===== src/rtl/sentinel_wdt_pkg.sv =====
package sentinel_wdt_pkg;
  localparam int KIND_W = 2;
  typedef enum logic [KIND_W-1:0] {
    KIND_CTRL  = 2'd0,
    KIND_SENSE = 2'd1,
    KIND_IN    = 2'd2,
    KIND_OUT   = 2'd3
  } io_kind_e;

  typedef struct packed {
    logic restart;
    logic load_lights;
    logic refuse;
  } io_action_t;
endpackage


===== src/rtl/sentinel_cmd_decode.sv =====
module sentinel_cmd_decode
  import sentinel_wdt_pkg::*;
#(
  parameter int FUNC_W = 4
) (
  input  logic              clk,
  input  logic              rst_n,
  input  logic              io_valid,
  input  logic [KIND_W-1:0] io_kind,
  input  logic [FUNC_W-1:0] io_func,
  output io_action_t        act,
  output logic              io_done,
  output logic              io_bad
);
  io_kind_e kind;
  logic     fn_zero;

  always_comb begin
    kind            = io_kind_e'(io_kind);
    fn_zero         = (io_func == '0);
    act.restart     = io_valid && fn_zero && (kind == KIND_CTRL);
    act.load_lights = io_valid && fn_zero && (kind == KIND_OUT);
    act.refuse      = io_valid && !act.restart && !act.load_lights;
  end

  always_ff @(posedge clk or negedge rst_n) begin
    if (!rst_n) begin
      io_done <= 1'b0;
      io_bad  <= 1'b0;
    end else begin
      io_done <= act.restart || act.load_lights;
      io_bad  <= act.refuse;
    end
  end

  assert_refuse_reply_R7: assert property (@(posedge clk) disable iff (!rst_n)
    (io_valid && (io_func != '0)) |=> io_bad);
  assert_reply_excl_R7: assert property (@(posedge clk) disable iff (!rst_n)
    !(io_done && io_bad));
endmodule


===== src/rtl/sentinel_countdown.sv =====
module sentinel_countdown #(
  parameter int DELAY_W = 16
) (
  input  logic               clk,
  input  logic               rst_n,
  input  logic               restart,
  input  logic               tick,
  input  logic [DELAY_W-1:0] delay,
  output logic               timed_out
);
  localparam logic [DELAY_W-1:0] ONE = DELAY_W'(1);

  logic [DELAY_W-1:0] remain;
  logic               disabled;

  assign disabled = (delay == '0);

  always_ff @(posedge clk or negedge rst_n) begin
    if (!rst_n) begin
      remain    <= '0;
      timed_out <= 1'b0;
    end else if (restart) begin
      remain    <= delay;
      timed_out <= 1'b0;
    end else if (disabled) begin
      timed_out <= 1'b0;
    end else if (tick && (remain != '0)) begin
      remain <= remain - ONE;
      if (remain == ONE) timed_out <= 1'b1;
    end
  end

  assert_restart_clears_R2: assert property (@(posedge clk) disable iff (!rst_n)
    restart |=> !timed_out);
  assert_trap_rises_on_tick_R3: assert property (@(posedge clk) disable iff (!rst_n)
    $rose(timed_out) |-> $past(tick));
  assert_trap_sticky_R4: assert property (@(posedge clk) disable iff (!rst_n)
    (timed_out && !restart && !disabled) |=> timed_out);
  assert_zero_delay_quiet_R5: assert property (@(posedge clk) disable iff (!rst_n)
    disabled |=> !timed_out);
endmodule


===== src/rtl/sentinel_lights_reg.sv =====
module sentinel_lights_reg #(
  parameter int LIGHT_W = 16
) (
  input  logic               clk,
  input  logic               rst_n,
  input  logic               load,
  input  logic [LIGHT_W-1:0] wdata,
  output logic [LIGHT_W-1:0] lights
);
  always_ff @(posedge clk or negedge rst_n) begin
    if (!rst_n)    lights <= '0;
    else if (load) lights <= wdata;
  end

  assert_lights_hold_R6: assert property (@(posedge clk) disable iff (!rst_n)
    !load |=> $stable(lights));
endmodule


===== src/rtl/sentinel_watchdog.sv =====
module sentinel_watchdog
  import sentinel_wdt_pkg::*;
#(
  parameter int FUNC_W   = 4,
  parameter int DATA_W   = 16,
  parameter int DELAY_W  = 16,
  parameter int VEC_W    = 9,
  parameter int TRAP_LOC = 'o62
) (
  input  logic               clk,
  input  logic               rst_n,
  input  logic               io_valid,
  input  logic [KIND_W-1:0]  io_kind,
  input  logic [FUNC_W-1:0]  io_func,
  input  logic [DATA_W-1:0]  io_wdata,
  output logic               io_done,
  output logic               io_bad,
  input  logic               ms_tick,
  input  logic [DELAY_W-1:0] cfg_delay,
  output logic [DATA_W-1:0]  lights,
  output logic               trap_req,
  output logic [VEC_W-1:0]   trap_vector
);
  io_action_t act;

  sentinel_cmd_decode #(.FUNC_W(FUNC_W)) u_decode (
    .clk(clk), .rst_n(rst_n), .io_valid(io_valid), .io_kind(io_kind),
    .io_func(io_func), .act(act), .io_done(io_done), .io_bad(io_bad)
  );

  sentinel_countdown #(.DELAY_W(DELAY_W)) u_count (
    .clk(clk), .rst_n(rst_n), .restart(act.restart), .tick(ms_tick),
    .delay(cfg_delay), .timed_out(trap_req)
  );

  sentinel_lights_reg #(.LIGHT_W(DATA_W)) u_lights (
    .clk(clk), .rst_n(rst_n), .load(act.load_lights), .wdata(io_wdata),
    .lights(lights)
  );

  assign trap_vector = VEC_W'(TRAP_LOC);

  assert_refuse_keeps_lights_R7: assert property (@(posedge clk) disable iff (!rst_n)
    act.refuse |=> $stable(lights));
endmodule


===== config.mk =====
export PLATFORM = sky130hd
export DESIGN_NAME = sentinel_watchdog
export DESIGN_NICKNAME = d
export VERILOG_FILES = /design/src/rtl/sentinel_wdt_pkg.sv /design/src/rtl/sentinel_cmd_decode.sv /design/src/rtl/sentinel_countdown.sv /design/src/rtl/sentinel_lights_reg.sv /design/src/rtl/sentinel_watchdog.sv
export SDC_FILE = /design/constraint.sdc
export NUM_CORES = 1
export LEC_CHECK = 0
export CAP_MARGIN = 15
export CORE_MARGIN = 3
export CORE_UTILIZATION = 41
export DETAILED_ROUTE_END_ITERATION = 7
export GPL_TIMING_DRIVEN = 0
export PLACE_DENSITY = 0.8
export SYNTH_ARGS = -nofsm -noshare
export SYNTH_HDL_FRONTEND = slang
export SYNTH_SLANG_ARGS = --single-unit

===== constraint.sdc =====
create_clock -name clk -period 1.9 [get_ports clk]
set_input_delay 0.19 -clock clk [delete_from_list [all_inputs] [get_ports clk]]
set_output_delay 0.19 -clock clk [all_outputs]
set_load 0.01 [all_outputs]

# Word level (Yosys, flattened, before mapping)
# Cells that the tools add are included.
# classes
order_cmp	0
n_mux	7
shifts	0
reduce_logical	18
n_eq_ne	3
n_addsub	1
n_mul	0
div_mod_pow	0
bitwise_logic	0
# ops
cell	n
$mux 16	3
$eq 16x1->1 const B	1
$logic_not 16->1	1
$reduce_bool 16->1	1
$sub 16x1->16 const B	1
$logic_and 1x1->1	6
$reduce_bool 3->1	2
$logic_not 4->1	1
$mux 1	4
$reduce_and 2->1	2
$eq 2x2->1 const B	1
$logic_not 1->1	2
$logic_not 2->1	1
$ne 2x1->1 const B	1
$reduce_bool 2->1	1
$logic_or 1x1->1	1
# totals
ff_bits	35
mem_count	0
mem_bits_ro	0
wordCells	34
latch_bits	0
mem_bits_rw	0
output_inout_bits	28

# Depth between registers and ports, before layout
# depth
word_depth	6
depth_mapped	7
depth_no_buf	7

# Hierarchy
# Synthesis repeated with hierarchy kept, for this count alone.
# unflattened
cells_unflattened	190
hier_area_um2	2015.7
# by_module_without_submodules
mod	cells_per_inst	area_per_inst_um2	seq_area_each_um2	instances
sentinel_countdown	135	1183.6	425.4	1
sentinel_lights_reg	34	649.4	400.4	1
sentinel_cmd_decode	10	107.6	50.0	1
sentinel_watchdog	11	75.1	0.0	1

# Worst setup path after synthesis
# Ideal clock, no wire load.
# synth_timing
path_kind	register to register
start	reg u_count.remain[0]
end	reg u_count.remain[11]
n_path_buf	0
stages_incl_launch_ff	8
slack_ps	95
period_less_slack_ps	1805
t_required_ps	1818
setup_time_ps	82
arrival_ps	1723
path_cell_list	dfrtp_1 -> inv_1 -> ha_1 -> nor3b_2 -> nand2_1 -> o211ai_4 -> or4_1 -> a31oi_1
# synth_via
elab_chain_cells	4
word_cells_on_any_way	8
classes_between	add/sub: 1; mux: 3; reduce/logical: 4
# synth_lines
element	line	rtl
start, declared	sentinel_countdown.sv:13	logic [DELAY_W-1:0] remain;
start signal, assigned	sentinel_countdown.sv:23	remain <= delay;
start signal, assigned	sentinel_countdown.sv:28	remain <= remain - ONE;
$sub 16x1->16 / $reduce_bool 16->1 (equally long branches)	sentinel_countdown.sv:28, sentinel_countdown.sv:27	
$mux 16 / $logic_and 1x1->1 (equally long branches)	sentinel_countdown.sv:27	end else if (tick && (remain != '0)) begin
$mux 16 / $reduce_bool 2->1 (equally long branches)	n/a	
$mux 16 / $reduce_and 2->1 (equally long branches)	n/a	
# Several ways; a longest one is shown, not always the timed one. The select of a mux whose other input is x is not followed.
# A chain may end at the register's enable or synchronous reset.

# Worst setup path after layout
# layout_timing
start	reg u_count.remain[1]
end	reg u_count.remain[5]
# Same word-level chain as after synthesis.

==> flow_summary_export.csv <==
group,metric,value,unit
outcome,status,"complete, but fails checks",
outcome,violations,"hold timing",
cells_and_area,n_fill_cell,351,
floorplanning,dieArea,0.00571,sq mm
clock_tree,htreeDepth,2,
synthesis,ys_ff_latch,35,
worst_setup_path,cp.required,2.07,ns
synthesis,yosysTopAreaCell,"dfrtp_1",
synthesis,yosys.cell_types.count,46,
min_path,min_path_type,"primary input to asynchronous set/reset pin",
synthesis,synth.avg_cell_area,10.9,sq um
synthesis,synthTopCellsByArea,"dfrtp_1 (44%), mux2_2 (9.1%), nor4_4 (4.3%)",
route,drt_iter0_drc,66,
worst_setup_path,endpoint_kind,"flop",
worst_setup_path,start_kind,"flop",
worst_setup_path,crit_path_max_incr_delay,0.45,ns
synthesis,synth_top_area_share,44.1,%
floorplanning,coreArea,0.00450,sq mm
floorplanning,rows,24,
floorplanning,initial_core_util,44.1,%
route,drc,0,
floorplanning,pin_count,70,
timing,worstMarginPinSlew,0.777,ns
synthesis,yosysWarnings,0,
synthesis,post_synth_inst_count,183,
synthesis,synthFlopType,"dfrtp_1",
worst_setup_path,path_max_fanout,7,
timing,max_freq,0.547,GHz
route,drt_first_pass_iters,4,
clock_tree,clock_path_buffers,2,
cells_and_area,postLayoutCellArea,0.00291,sq mm
cells_and_area,drive_gt1_share,26.2,%
placed_design,dp_cells,302,
cells_and_area,area_growth,46.5,%
placed_design,dpl-instance-area,0.00267,sq mm
placed_design,port_buffers,60,
timing,hold_violations,35,
synthesis,syn-cell-area,0.00199,sq mm
timing,fin_crit_sh,96.3,%
job,drv_cap,0,
clock_tree,holdBufCountCts,0,
synthesis,ys_async_sr_fraction,100,%
cells_and_area,diodes,0,
clock_tree,clock_sinks,35,
cells_and_area,seq_area,878,sq um
timing,hold-worst-slack,-0.0239,ns
cells_and_area,fin_util,64.6,%
timing,postLayoutSetupSlackWorst,0.0712,ns
global_routing,grt_max_degree,36,
worst_setup_path,cp.arrival,2.00,ns
route,wirelength,4.70,mm
route,vias,1679,
cells_and_area,nNetsFinal,306,
global_routing,grt_overflow,0,
route,via_per_inst,5.33,
global_routing,grt_pass1_wl,7.39,mm
route,wl_per_cell,14.9,microns
pwr,power.density,872,mW/mm^2
cells_and_area,fin_cells,315,
placed_design,pre_cts_ws,-0.265,ns
timing,setup_viol,0,
floorplanning,die-width,75.6,microns
timing,timing.final.crit_period,1.83,ns
synthesis,synth-edff-count,0,
timing,relSlewSlack,48.2,%
synthesis,yosysSeqAreaShare,44.1,%
clock_tree,numCtsBuffers,5,
worst_setup_path,worst_path_max_delay_cell,"dfrtp_2",
pwr,ir_drop,0.000364,V
pwr,p_leak,1.22,nW
global_routing,gr-usage-all-layers,17.0,%
clock_tree,clkLatencyLatePin,0.29,ns
cells_and_area,multi_input_area,0.00108,sq mm
timing,skew,0.00368,ns
worst_setup_path,path_class,"flop to flop",
clock_tree,cts_tree,"yes",
route,route.antenna.remaining_nets,0,
clock_tree,clkTransAtPathRegs,0.07,ns
placed_design,place_congestion,0.866,
global_routing,grt_pass1_vias,1625,
global_routing,antenna_found_initial,0,
clock_tree,cts_root_buf,"clkbuf_8",
worst_setup_path,cp_cell_sequence,"inv_2 > ha_4 > nor3b_4 > nand2_4 > o211ai_4 > nor4_1 > a311o_1",
placed_design,place.detailed.hpwl,3.54,mm
floorplanning,die_h,75.6,microns
timing,slew_viol_final,0,
## cell type report
class,instances,area share [%]
multi-input combinational,132,37.2
tap,52,2.24
clock inverter,2,1.20
sequential,35,30.2
inverter,7,0.903
timing repair buffer,65,21.8
buffer,16,3.70
clock buffer,6,2.84
## registers in the layout, summed over array words and instances (netlist names)
| register | cells |
|---|---|
| u_lights.lights | 16 |
| u_decode.io_done | 1 |
| u_count.timed_out | 1 |
| u_count.remain | 16 |
| u_decode.io_bad | 1 |
## worst paths after layout
| kind | from | end | slack, ns | cells after the start |
|---|---|---|---|---|
| setup / recovery | u_count.remain[1]$_DFFE_PN0P_ | u_count.remain[5]$_DFFE_PN0P_ | 0.07 | 7 |
| hold / removal | rst_n | u_lights.lights[10]$_DFFE_PN0P_ | -0.02 | 1 |
| setup reg to reg | u_count.remain[1]$_DFFE_PN0P_ | u_count.remain[5]$_DFFE_PN0P_ | 0.07 | 7 |
| hold reg to reg | u_lights.lights[8]$_DFFE_PN0P_ | u_lights.lights[8]$_DFFE_PN0P_ | 0.51 | 1 |
| max in group asynchronous | rst_n | u_count.remain[1]$_DFFE_PN0P_ | 1.38 | 1 |
| min in group clk | io_valid | u_decode.io_bad$_DFF_PN0_ | 0.45 | 3 |
## worst max-delay path: cells and delay by family, from the launching register on
kind	cells	cell delay [ns]
adder cells (fa/ha/maj)	1	0.15
buffers and inverters	1	0.09
flip-flops	1	0.45
AND/OR/NAND/NOR	3	0.46
AO/OA/AOI/OAI	2	0.56
## layer usage
| layer | GRT usage [%] | wire length, microns | vias up | part of all wire, % |
|---|---|---|---|---|
| met5 | 0 | 0 | - | 0 |
| met4 | 5.83 | 53 | 0 | 1.1 |
| met3 | 3.69 | 349 | 6 | 7.4 |
| met2 | 30.8 | 2330 | 66 | 50 |
| met1 | 19.9 | 1970 | 799 | 42 |
| li1 | - | - | 808 | - |
## repair_timing
| action | in CTS | in global routing |
|---|---|---|
| resized for setup | 8 | 11 |
| pin swaps | 1 | 2 |
| setup endpoints to repair | 12 | 22 |
| setup buffers | 3 | 2 |
## metrics by stage
stage	power [mW]	TNS, ns
finish	2.54	0
floorplan	1.43	0
global placement	1.70	-7.28
detailed placement	1.73	-4.95
global route	2.67	-0.0101
CTS	2.51	0
## Yosys cell counts (2+ instances only)
| cell type | number |
|---|---|
| conb_1 | 2 |
| ha_1 | 2 |
| nand3_1 | 7 |
| o211a_1 | 2 |
| dfrtp_1 | 35 |
| inv_1 | 7 |
| or3_1 | 3 |
| clkbuf_1 | 3 |
| and4_1 | 2 |
| or4_1 | 2 |
| nand2_1 | 17 |
| o211ai_1 | 2 |
| nor3_1 | 5 |
| nor4_2 | 3 |
| a21oi_1 | 2 |
| nor4_1 | 3 |
| o2111ai_1 | 2 |
| buf_2 | 2 |
| mux2_2 | 16 |
| o21ai_1 | 5 |
| nor2_1 | 11 |
| buf_4 | 11 |
| o21ai_2 | 3 |
| a31oi_1 | 4 |
| nand4_1 | 2 |
| nor4_4 | 4 |
| o21ai_0 | 4 |
| xnor2_1 | 2 |
| xor2_1 | 3 |
## cell usage in the layout, fill, tap and decap left out, types with 5 or more instances in the layout
cell	instances
clkdlybuf4s50_1	59
dfrtp_1	33
buf_4	17
nand2_1	16
mux2_2	16
nor2_1	11
conb_1	9
nand3_1	7
inv_1	6
clkbuf_8	6
nor4_4	5
o21ai_1	5
## report_power, final
part / switching, mW / internal, mW / total (mW) / leakage [nW]
registers: 0.198 / 0.886 / 1.08 / 0.438
logic: 0.319 / 0.437 / 0.756 / 0.716
clock network: 0.272 / 0.424 / 0.696 / 0.0612
## kinds of logic after synthesis
kind of cell             synth area share (%)
AND/OR/NAND/NOR                          23.2
flip-flops                               44.1
AO/OA/AOI/OAI                            13.2
buffers and inverters                    6.55
multiplexers                             9.07
XOR/XNOR                                 2.21
adder cells (fa/ha/maj)                  1.26
other                                   0.378
Note: power is estimated with default switching activity, not from simulation.
